<file path="src/rtl/opstk_pkg.sv">
package opstk_pkg;
    localparam int WORD_W = 16;
    localparam int WIDE_W = 2 * WORD_W;
    localparam logic [WIDE_W-1:0] PI_F32 = 32'h40490FDB;

    typedef enum logic [1:0] {
        OP_DUP   = 2'b00,
        OP_CONST = 2'b01,
        OP_BINWB = 2'b10,
        OP_UNARY = 2'b11
    } stk_op_e;

    typedef enum logic [1:0] {
        S_IDLE = 2'd0,
        S_EXEC = 2'd1,
        S_DONE = 2'd2
    } ctl_state_e;

    typedef struct packed {
        stk_op_e           op;
        logic              wide;
        logic [WIDE_W-1:0] data;
    } stk_cmd_t;
endpackage

</file>
<file path="src/rtl/opstk_fsm.sv">
module opstk_fsm
    import opstk_pkg::*;
(
    input  logic     clk,
    input  logic     rst_n,
    input  logic     cmd_valid,
    input  stk_cmd_t cmd_in,
    output stk_cmd_t cmd_q,
    output logic     wr_en,
    output logic     busy,
    output logic     done
);
    ctl_state_e state_q, state_d;

    always_comb begin
        state_d = state_q;
        unique case (state_q)
            S_IDLE:  if (cmd_valid) state_d = S_EXEC;
            S_EXEC:  state_d = S_DONE;
            S_DONE:  state_d = S_IDLE;
            default: state_d = S_IDLE;
        endcase
    end

    always_ff @(posedge clk) begin
        if (!rst_n) state_q <= S_IDLE;
        else        state_q <= state_d;
    end

    always_ff @(posedge clk) begin
        if (!rst_n)                             cmd_q <= '0;
        else if (state_q == S_IDLE && cmd_valid) cmd_q <= cmd_in;
    end

    always_comb begin
        wr_en = 1'b0;
        busy  = 1'b1;
        done  = 1'b0;
        unique case (state_q)
            S_IDLE:  busy  = 1'b0;
            S_EXEC:  wr_en = 1'b1;
            S_DONE:  done  = 1'b1;
            default: busy  = 1'b0;
        endcase
    end

    a_r8_done_pulse: assert property (@(posedge clk) disable iff (!rst_n)
        done |=> !done);
    a_r8_accept: assert property (@(posedge clk) disable iff (!rst_n)
        (!busy && cmd_valid) |=> (busy && !done));
    a_r8_exec_then_done: assert property (@(posedge clk) disable iff (!rst_n)
        wr_en |=> done);
    a_r8_busy_ignored: assert property (@(posedge clk) disable iff (!rst_n)
        (busy && !done) |=> $stable(cmd_q));
endmodule

</file>
<file path="src/rtl/opstk_file.sv">
module opstk_file
    import opstk_pkg::*;
#(
    parameter int DEPTH = 8
) (
    input  logic                         clk,
    input  logic                         rst_n,
    input  logic                         wr_en,
    input  stk_cmd_t                     cmd,
    output logic [DEPTH-1:0][WORD_W-1:0] ent_o,
    output logic [WIDE_W-1:0]            tos_next_o,
    output logic                         wide_eff_o
);
    logic [WORD_W-1:0] ent_q [DEPTH];
    logic [WORD_W-1:0] ent_d [DEPTH];
    logic              wide_eff;

    assign wide_eff   = cmd.wide | (cmd.op == OP_CONST);
    assign wide_eff_o = wide_eff;

    for (genvar i = 0; i < DEPTH; i++) begin : g_ent
        logic [WORD_W-1:0] dn1, dn2, up1, up2, lit, cst;
        if (i >= 1) begin : g_dn1
            assign dn1 = ent_q[i-1];
        end else begin : g_dn1k
            assign dn1 = ent_q[i];
        end
        if (i >= 2) begin : g_dn2
            assign dn2 = ent_q[i-2];
        end else begin : g_dn2k
            assign dn2 = ent_q[i];
        end
        if (i + 1 < DEPTH) begin : g_up1
            assign up1 = ent_q[i+1];
        end else begin : g_up1k
            assign up1 = ent_q[i];
        end
        if (i + 2 < DEPTH) begin : g_up2
            assign up2 = ent_q[i+2];
        end else begin : g_up2k
            assign up2 = ent_q[i];
        end
        assign lit = cmd.data[(i % 2) * WORD_W +: WORD_W];
        assign cst = PI_F32[(i % 2) * WORD_W +: WORD_W];

        always_comb begin
            ent_d[i] = ent_q[i];
            unique case (cmd.op)
                OP_DUP: begin
                    if (wide_eff) ent_d[i] = (i < 2) ? ent_q[i] : dn2;
                    else          ent_d[i] = (i < 1) ? ent_q[i] : dn1;
                end
                OP_CONST: ent_d[i] = (i < 2) ? cst : dn2;
                OP_BINWB: begin
                    if (wide_eff) ent_d[i] = (i < 2) ? lit : up2;
                    else          ent_d[i] = (i < 1) ? lit : up1;
                end
                OP_UNARY: begin
                    if (i == 0 || (i == 1 && wide_eff)) ent_d[i] = lit;
                end
                default: ent_d[i] = ent_q[i];
            endcase
        end

        always_ff @(posedge clk) begin
            if (!rst_n)     ent_q[i] <= '0;
            else if (wr_en) ent_q[i] <= ent_d[i];
        end

        assign ent_o[i] = ent_q[i];
    end

    assign tos_next_o = {ent_d[1], ent_d[0]};

    a_r2_dup16: assert property (@(posedge clk) disable iff (!rst_n)
        (wr_en && cmd.op == OP_DUP && !cmd.wide) |=>
        (ent_q[0] == $past(ent_q[0]) && ent_q[1] == $past(ent_q[0])
         && ent_q[DEPTH-1] == $past(ent_q[DEPTH-2])));
    a_r3_dup32: assert property (@(posedge clk) disable iff (!rst_n)
        (wr_en && cmd.op == OP_DUP && cmd.wide) |=>
        ({ent_q[3], ent_q[2]} == $past({ent_q[1], ent_q[0]})
         && ent_q[1] == $past(ent_q[1])));
    a_r4_const: assert property (@(posedge clk) disable iff (!rst_n)
        (wr_en && cmd.op == OP_CONST) |=>
        ({ent_q[1], ent_q[0]} == PI_F32
         && {ent_q[3], ent_q[2]} == $past({ent_q[1], ent_q[0]})));
    a_r5_binwb16: assert property (@(posedge clk) disable iff (!rst_n)
        (wr_en && cmd.op == OP_BINWB && !cmd.wide) |=>
        (ent_q[0] == $past(cmd.data[WORD_W-1:0]) && ent_q[1] == $past(ent_q[2])));
    a_r6_binwb32: assert property (@(posedge clk) disable iff (!rst_n)
        (wr_en && cmd.op == OP_BINWB && cmd.wide) |=>
        ({ent_q[1], ent_q[0]} == $past(cmd.data)
         && {ent_q[3], ent_q[2]} == $past({ent_q[5], ent_q[4]})));
    a_r7_unary: assert property (@(posedge clk) disable iff (!rst_n)
        (wr_en && cmd.op == OP_UNARY) |=>
        (ent_q[0] == $past(cmd.data[WORD_W-1:0]) && ent_q[2] == $past(ent_q[2])));
    a_r8_hold: assert property (@(posedge clk) disable iff (!rst_n)
        !wr_en |=> ($stable(ent_q[0]) && $stable(ent_q[DEPTH-1])));
endmodule

</file>
<file path="src/rtl/opstk_flags.sv">
module opstk_flags
    import opstk_pkg::*;
(
    input  logic              clk,
    input  logic              rst_n,
    input  logic              upd,
    input  logic              wide,
    input  logic [WIDE_W-1:0] tos_next,
    input  logic [WIDE_W-1:0] tos_now,
    output logic              sign_o,
    output logic              zero_o
);
    always_ff @(posedge clk) begin
        if (!rst_n) begin
            sign_o <= 1'b0;
            zero_o <= 1'b1;
        end else if (upd) begin
            sign_o <= wide ? tos_next[WIDE_W-1] : tos_next[WORD_W-1];
            zero_o <= wide ? (tos_next == '0) : (tos_next[WORD_W-1:0] == '0);
        end
    end

    a_r9_sign: assert property (@(posedge clk) disable iff (!rst_n)
        upd |=> (sign_o == ($past(wide) ? tos_now[WIDE_W-1] : tos_now[WORD_W-1])));
    a_r9_zero: assert property (@(posedge clk) disable iff (!rst_n)
        upd |=> (zero_o == ($past(wide) ? (tos_now == '0) : (tos_now[WORD_W-1:0] == '0))));
    a_r9_hold: assert property (@(posedge clk) disable iff (!rst_n)
        !upd |=> ($stable(sign_o) && $stable(zero_o)));
endmodule

</file>
<file path="src/rtl/opstk_top.sv">
module opstk_top
    import opstk_pkg::*;
#(
    parameter int DEPTH = 8
) (
    input  logic        clk,
    input  logic        rst_n,
    input  logic        cmd_valid,
    input  logic [1:0]  cmd_op,
    input  logic        cmd_wide,
    input  logic [31:0] cmd_data,
    output logic        busy,
    output logic        done,
    output logic [31:0] tos_o,
    output logic [31:0] nos_o,
    output logic        sign_o,
    output logic        zero_o
);
    stk_cmd_t                     cmd_in, cmd_q;
    logic                         wr_en, wide_eff;
    logic [DEPTH-1:0][WORD_W-1:0] ent;
    logic [WIDE_W-1:0]            tos_next;

    assign cmd_in.op   = stk_op_e'(cmd_op);
    assign cmd_in.wide = cmd_wide;
    assign cmd_in.data = cmd_data;

    opstk_fsm u_fsm (
        .clk(clk), .rst_n(rst_n), .cmd_valid(cmd_valid), .cmd_in(cmd_in),
        .cmd_q(cmd_q), .wr_en(wr_en), .busy(busy), .done(done)
    );

    opstk_file #(.DEPTH(DEPTH)) u_file (
        .clk(clk), .rst_n(rst_n), .wr_en(wr_en), .cmd(cmd_q),
        .ent_o(ent), .tos_next_o(tos_next), .wide_eff_o(wide_eff)
    );

    assign tos_o = {ent[1], ent[0]};
    assign nos_o = {ent[3], ent[2]};

    opstk_flags u_flags (
        .clk(clk), .rst_n(rst_n), .upd(wr_en), .wide(wide_eff),
        .tos_next(tos_next), .tos_now(tos_o), .sign_o(sign_o), .zero_o(zero_o)
    );

    a_r8_done_sees_busy: assert property (@(posedge clk) disable iff (!rst_n)
        done |-> busy);
endmodule

</file>
<file path="config.mk">
export PLATFORM = sky130hd
export DESIGN_NAME = opstk_top
export DESIGN_NICKNAME = d
export VERILOG_FILES = /design/src/rtl/opstk_pkg.sv /design/src/rtl/opstk_fsm.sv /design/src/rtl/opstk_file.sv /design/src/rtl/opstk_flags.sv /design/src/rtl/opstk_top.sv
export SDC_FILE = /design/constraint.sdc
export NUM_CORES = 1
export LEC_CHECK = 0
export BUFFER_PORTS_ARGS = -buffer_cell sky130_fd_sc_hd__buf_2
export CAP_MARGIN = 10
export CORE_MARGIN = 5
export CORE_UTILIZATION = 30
export DETAILED_ROUTE_END_ITERATION = 10
export HOLD_SLACK_MARGIN = 0.02
export PLACE_DENSITY = 0.48
export SETUP_SLACK_MARGIN = 0.15
export SLEW_MARGIN = 20
export SYNTH_ARGS = -nofsm -noshare
export SYNTH_HDL_FRONTEND = slang
export SYNTH_SLANG_ARGS = --single-unit
</file>
<file path="constraint.sdc">
create_clock -name clk -period 8.2 [get_ports clk]
set_input_delay 0.41 -clock clk [delete_from_list [all_inputs] [get_ports clk]]
set_output_delay 0.41 -clock clk [all_outputs]
set_load 0.1 [all_outputs]
</file>
==> impl_metrics.py, run 1 <==
metrics = {
    "placed_design": {
        "dp_hpwl_um": 22000,
        "numPortBuffers": 105,
        "dp.cells": 1603,
        "dpl_cell_area_um2": 10900,
        "place.gp.congestion": 0.802,
        "place_ws_ns": 3.86,
    },
    "finish": {
        "stdcell_area_um2": 11400,
        "nets": 1221,
        "final_cells": 1635,
        "drive_gt1_frac": 0.147,
        "final_core_util": 0.343,
        "synthToLayoutAreaGrowth_pct": 13.4,
        "diodes": 0,
    },
    "logic_synthesis": {
        "synthMuxAreaShare": 0.0106,
        "syn_avg_cell_area_um2": 8.78,
        "ys_types": 52,
        "yosysMostFrequentCell": "nand2_1",
        "synthAdderAreaFrac": 0.0112,
        "yosysWarnings": 0,
        "synth_top_cell_area_share": 0.382,
        "yosys.area.top_type": "edfxtp_1",
        "syn_nets": 1192,
        "yosys.area_share.simple": 0.176,
        "synthXorXnorAreaFrac": 0,
        "ys_async_sr_fraction": 0,
        "netlist_area_um2": 10100,
        "synth_cells": 1145,
        "synth-seq-cells": 167,
        "synth-edff-count": 128,
        "yosysSeqAreaShare": 0.460,
        "synth_compound_area_frac": 0.294,
        "synth_area_leaders": "edfxtp_1, nand2_1, dfxtp_1",
        "synth_top_cells_by_count": "nand2_1, edfxtp_1, a21oi_1",
        "synth_top_family_by_area": "compound AO/OA/AOI/OAI gates",
        "synthFlopType": "edfxtp_1",
    },
    "worst_setup_path": {
        "worstReg2RegEnd": "u_flags.zero_o$_SDFFE_PN1P_",
        "crit_type": "flop to flop",
        "end_kind": "flop",
        "crit_start": "u_fsm.cmd_q[34]$_SDFFE_PN0P_",
        "arrival_ns": 4.78,
        "critical-path-top-delay-family": "buffers and inverters",
        "rrSetupSlack_ns": 3.80,
        "path_buf_inv": 3,
        "path_max_fanout": 79,
        "regToRegStartpoint": "u_fsm.cmd_q[34]$_SDFFE_PN0P_",
        "cp_common_cell": "buf_4",
        "slowest_stage": "buf_4",
        "endpoint": "u_flags.zero_o$_SDFFE_PN1P_",
        "path_cells": "inv_1, ha_2, buf_4, nor2_4, buf_4, mux2_2, a221oi_1, nand4_1, o311ai_1, o2111a_1",
        "ff2ff_path_depth": 10,
        "max_stage_delay_ns": 0.80,
        "cp.required_ns": 8.58,
        "cp-start-kind": "flop",
        "worst-path-stages": 10,
    },
    "clock_network": {
        "clockBufferDepth": 2,
        "clock_latency_ns": 0.44,
        "clockRootBuffer": "clkbuf_16",
        "cts_buffers": 17,
        "post_cts_buffers": 0,
        "cts_hold_buf": 0,
        "post_cts_resized": 0,
        "tritoncts": "done",
        "cts_htree_levels": 4,
        "cts_sinks": 167,
        "path_clk_slew_ns": 0.07,
    },
    "detailed_routing": {
        "viasPerCell": 5.56,
        "post_drt_wl_per_cell_um": 21.7,
        "route.detailed.drc": 0,
        "ant_nets": 0,
        "wl_um": 35500,
        "drtPass1Iterations": 5,
        "dr_total_vias": 9083,
        "drt_iter0_markers": 924,
    },
    "floorplanning": {
        "core_area_um2": 33300,
        "rows": 67,
        "die_y_um": 193,
        "ios": 106,
        "die_area_um2": 37300,
        "die_x_um": 193,
        "initial_utilization": 0.302,
    },
    "timing": {
        "slew_headroom": 0.352,
        "worstMarginPinSlew_ns": 0.973,
        "rsz0062_at_grt": "false",
        "timing.fmax_ghz": 0.227,
        "hold_viol_final": 0,
        "skew_ns": 0.0122,
        "fin_crit_ns": 4.40,
        "slew_viol_final": 0,
        "setup_violations": 0,
        "fin_tns_setup_ns": 0,
        "setup_ws_ns": 3.80,
        "min_period_over_period": 0.536,
    },
    "global_route": {
        "grt_max_degree": 121,
        "grt_pass1_wl_um": 54300,
        "overflow": 0,
        "grt.total_usage": 0.189,
        "antenna_found_initial": 0,
        "grt_pass1_vias": 8600,
    },
    "power_and_ir_drop": {
        "clockPowerShare": 0.252,
        "pwr_density_cell_nw_per_um2": 272,
        "leakage_nw": 4.22,
        "ir_drop_uv": 149,
        "p_seq_frac": 0.392,
        "p_int_mw": 1.71,
        "p_switching_mw": 1.39,
        "switching_share": 0.449,
        "p_comb_frac": 0.356,
    },
    "hold_path": {
        "holdPathStages": 3,
        "hp-class": "input port to flop",
    },
    "job": {
        "maxCapViolations": 0,
    },
    "outcome": {
        "status": "completed",
    },
}
[through the flow]
step / hold WS [ns] / power, mW
finish: 0.210 / 3.10
global route: 0.202 / 3.25
CTS: 0.195 / 3.11
detailed placement: 0.461 / 2.33
global placement: 0.453 / 2.33
floorplan: 0.439 / 2.04
[cell type report]
type | instances | area, um^2
Fill cell | 3492 | 21900
Sequential cell | 167 | 4630
Timing Repair Buffer | 119 | 631
Clock buffer | 18 | 429
Inverter | 11 | 41.3
Tap cell | 448 | 561
Multi-Input combinational cell | 858 | 5000
Clock inverter | 14 | 118
[registers in the layout, summed over array words and instances (netlist names)]
signal,cells
u_file.ent_q,128
u_fsm.cmd_q,35
u_fsm.state_q,2
u_flags.zero_o,1
u_flags.sign_o,1
[cell usage in the layout (no fill, tap or decap), types with 9 or more instances in the layout]
| master | count |
|---|---|
| a22oi_1 | 23 |
| buf_2 | 105 |
| nor2_1 | 68 |
| a221oi_1 | 20 |
| a211oi_1 | 94 |
| buf_4 | 14 |
| a21oi_1 | 110 |
| a22o_1 | 9 |
| inv_1 | 10 |
| clkbuf_16 | 17 |
| and3_1 | 9 |
| a21o_1 | 34 |
| o21ai_0 | 29 |
| a311oi_1 | 34 |
| edfxtp_1 | 128 |
| a21boi_0 | 35 |
| dfxtp_1 | 38 |
| and2_1 | 44 |
| nand2_1 | 253 |
[logic make-up after synthesis]
| kind of cell | Yosys count |
|---|---|
| buffers and inverters | 120 |
| adder cells (fa/ha/maj) | 9 |
| flip-flops | 167 |
| AND/OR/NAND/NOR | 412 |
| AO/OA/AOI/OAI | 427 |
| multiplexers | 10 |
[power groups by stage]
stage / Sequential [mW] / Combinational [mW] / Clock [mW]
after floorplan: 1.51 / 0.527 / 0
after global placement: 1.23 / 1.10 / 0
after detailed placement: 1.23 / 1.10 / 0
after CTS: 1.21 / 1.11 / 0.794
after global routing: 1.23 / 1.19 / 0.835
final: 1.22 / 1.10 / 0.780
[worst register-to-register path: stages (launching register included)]
cell and delay [ns]:
dfxtp_1 0.69, inv_1 0.22, ha_2 0.22, buf_4 0.23
nor2_4 0.75, buf_4 0.81, mux2_2 0.43, a221oi_1 0.32
nand4_1 0.13, o311ai_1 0.30, o2111a_1 0.22
[layer usage]
layer	GRT usage	routed length, um	vias to the layer above
met3	0.0366	2280	35
li1	-	-	4303
met5	0	0	-
met1	0.279	16800	4407
met2	0.286	15900	338
met4	0.0460	573	0
[worst min path at each step]
stage | from | endpoint
floorplan | u_fsm.cmd_q[12]$_SDFFE_PN0P_ | u_fsm.cmd_q[12]$_SDFFE_PN0P_
global placement | u_fsm.cmd_q[2]$_SDFFE_PN0P_ | u_fsm.cmd_q[2]$_SDFFE_PN0P_
detailed placement | u_fsm.cmd_q[21]$_SDFFE_PN0P_ | u_fsm.cmd_q[21]$_SDFFE_PN0P_
CTS | cmd_data[10] | u_fsm.cmd_q[10]$_SDFFE_PN0P_
global route | cmd_data[27] | u_fsm.cmd_q[27]$_SDFFE_PN0P_
finish | cmd_data[10] | u_fsm.cmd_q[10]$_SDFFE_PN0P_
(Power assumes the default switching activity.)
==> run 2: changes to the inputs <==
==> constraint.sdc (replaced) <==
create_clock -name clk -period 4.46 [get_ports clk]
set_input_delay 0.223 -clock clk [delete_from_list [all_inputs] [get_ports clk]]
set_output_delay 0.223 -clock clk [all_outputs]
set_load 0.1 [all_outputs]
==> impl_metrics.py, run 2 (same netlist as run 1, synthesis figures left out) <==
metrics = {
    "outcome": {
        "status": "completed",
    },
    "finish": {
        "multi_input_area_um2": 4990,
        "synthToLayoutAreaGrowth_pct": 14.7,
        "largest_register_ffs": 128,
        "drive_gt1_frac": 0.152,
        "layout_commonest_cell": "nand2_1",
        "stdcell_area_um2": 11500,
        "nets": 1237,
        "final_cells": 1651,
        "seq_area_um2": 4630,
        "diodes": 0,
        "most-common-layout-cells": "nand2_1, edfxtp_1, a21oi_1",
        "regMostFlops": "u_file.ent_q",
        "reg.largest.list": "u_file.ent_q: 128 flops, u_fsm.cmd_q: 35 flops, u_fsm.state_q: 2 flops",
        "fill_cells": 3437,
        "final_core_util": 0.347,
    },
    "worst_setup_path": {
        "max_stage_delay_ns": 0.70,
        "slowest_stage": "nand2_2",
        "path_cells": "inv_1, ha_4, o21ai_0, nand2_2, buf_4",
        "path_max_fanout": 32,
        "cp-start-kind": "flop",
        "path_buf_inv": 2,
        "arrival_ns": 3.23,
        "cp.required_ns": 4.57,
        "worstReg2RegEnd": "u_file.ent_q[2][26]$_SDFFCE_PN0P_",
        "end_kind": "flop",
        "regToRegStartpoint": "u_fsm.cmd_q[34]$_SDFFE_PN0P_",
        "critical-path-top-delay-family": "simple AND/OR/NAND/NOR gates",
        "rrSetupSlack_ns": 1.34,
        "crit_type": "flop to flop",
        "ff2ff_path_depth": 5,
        "worst-path-stages": 5,
    },
    "global_route": {
        "grt.total_usage": 0.190,
        "grt_max_degree": 85,
        "overflow": 0,
        "antenna_found_initial": 0,
        "grt_pass1_wl_um": 54800,
        "grt_pass1_vias": 8620,
    },
    "clock_network": {
        "cts_htree_levels": 4,
        "clockBufferDepth": 2,
        "clockRootBuffer": "clkbuf_16",
        "clock_latency_ns": 0.44,
        "path_clk_slew_ns": 0.07,
        "cts_sinks": 167,
        "tritoncts": "done",
        "cts_buffers": 17,
        "post_cts_buffers": 0,
    },
    "placed_design": {
        "numPortBuffers": 105,
        "dp.cells": 1611,
        "dp_hpwl_um": 23100,
        "place.gp.congestion": 0.824,
        "place_ws_ns": 1.33,
        "dpl_cell_area_um2": 10900,
    },
    "timing": {
        "fin_crit_ns": 3.12,
        "slew_viol_final": 0,
        "setup_violations": 0,
        "timing.fmax_ghz": 0.321,
        "timing.hold.ws_ns": 0.0338,
        "worstMarginPinSlew_ns": 0.937,
        "setup_ws_ns": 1.34,
        "slew_headroom": 0.375,
        "hold_viol_final": 0,
        "rsz0062_at_grt": "false",
        "fin_tns_setup_ns": 0,
        "skew_ns": 0.0153,
        "min_period_over_period": 0.699,
    },
    "floorplanning": {
        "die_x_um": 193,
        "die_y_um": 193,
        "core_area_um2": 33300,
        "ios": 106,
        "rows": 67,
        "initial_utilization": 0.302,
        "die_area_um2": 37300,
    },
    "power_and_ir_drop": {
        "finalPower_mw": 5.74,
        "pwr_density_cell_nw_per_um2": 497,
        "ir_drop_uv": 276,
        "leakage_nw": 4.30,
    },
    "detailed_routing": {
        "post_drt_wl_per_cell_um": 21.7,
        "drt_iter0_markers": 962,
        "viasPerCell": 5.64,
        "drtPass1Iterations": 5,
        "ant_nets": 0,
        "wl_um": 35800,
        "route.detailed.drc": 0,
        "dr_total_vias": 9311,
    },
    "hold_path": {
        "holdPathStages": 3,
        "min_from": "cmd_data[18]",
        "hp-class": "input port to flop",
        "min_to": "u_fsm.cmd_q[18]$_SDFFE_PN0P_",
    },
    "job": {
        "maxCapViolations": 0,
    },
}
run 2: final cells by class:
class / instances / share of cell area
Timing Repair Buffer: 135 / 0.0668
Inverter: 11 / 0.00358
Clock inverter: 14 / 0.0101
Clock buffer: 18 / 0.0372
Sequential cell: 167 / 0.401
Tap cell: 448 / 0.0486
Multi-Input combinational cell: 858 / 0.433
run 2: worst max path at each step:
stage | startpoint | end | slack (ns)
2_1_floorplan | u_fsm.cmd_q[34]$_SDFFE_PN0P_ | u_file.ent_q[1][0]$_SDFFCE_PN0P_ | 1.15
5_1_grt | u_fsm.cmd_q[34]$_SDFFE_PN0P_ | u_file.ent_q[1][8]$_SDFFCE_PN0P_ | 1.13
4_1_cts | u_fsm.cmd_q[34]$_SDFFE_PN0P_ | u_file.ent_q[1][24]$_SDFFCE_PN0P_ | 1.31
3_5_place_dp | u_fsm.cmd_q[34]$_SDFFE_PN0P_ | u_file.ent_q[1][11]$_SDFFCE_PN0P_ | 1.33
6_report | u_fsm.cmd_q[34]$_SDFFE_PN0P_ | u_file.ent_q[2][26]$_SDFFCE_PN0P_ | 1.34
3_3_place_gp | u_fsm.cmd_q[34]$_SDFFE_PN0P_ | u_file.ent_q[2][23]$_SDFFCE_PN0P_ | 1.33
run 2: tightest hold or removal path, delay by kind of cell:
kind | cells | cell delay (ns)
buffers and inverters | 1 | 0.09
AND/OR/NAND/NOR | 1 | 0.04
AO/OA/AOI/OAI | 1 | 0.06
run 2: metal layers:
metal	wire length, um	global-route usage	vias to the layer above
met3	2050	0.0286	32
met4	388	0.0368	0
li1	-	-	4341
met2	16100	0.288	351
met5	0	0	-
met1	17300	0.290	4587
run 2: where the power goes:
part           total (mW)  internal, mW  switching [mW]
clock                1.45         0.733           0.719
sequential           2.26          1.95           0.311
combinational        2.03         0.476            1.55
total                5.74          3.16            2.58
run 2: what timing repair did:
action | CTS | global route
gates resized for setup | 0 | 0
endpoints found under the setup margin | 0 | 0
endpoints found under the hold margin | 8 | 0
hold buffers | 8 | 0
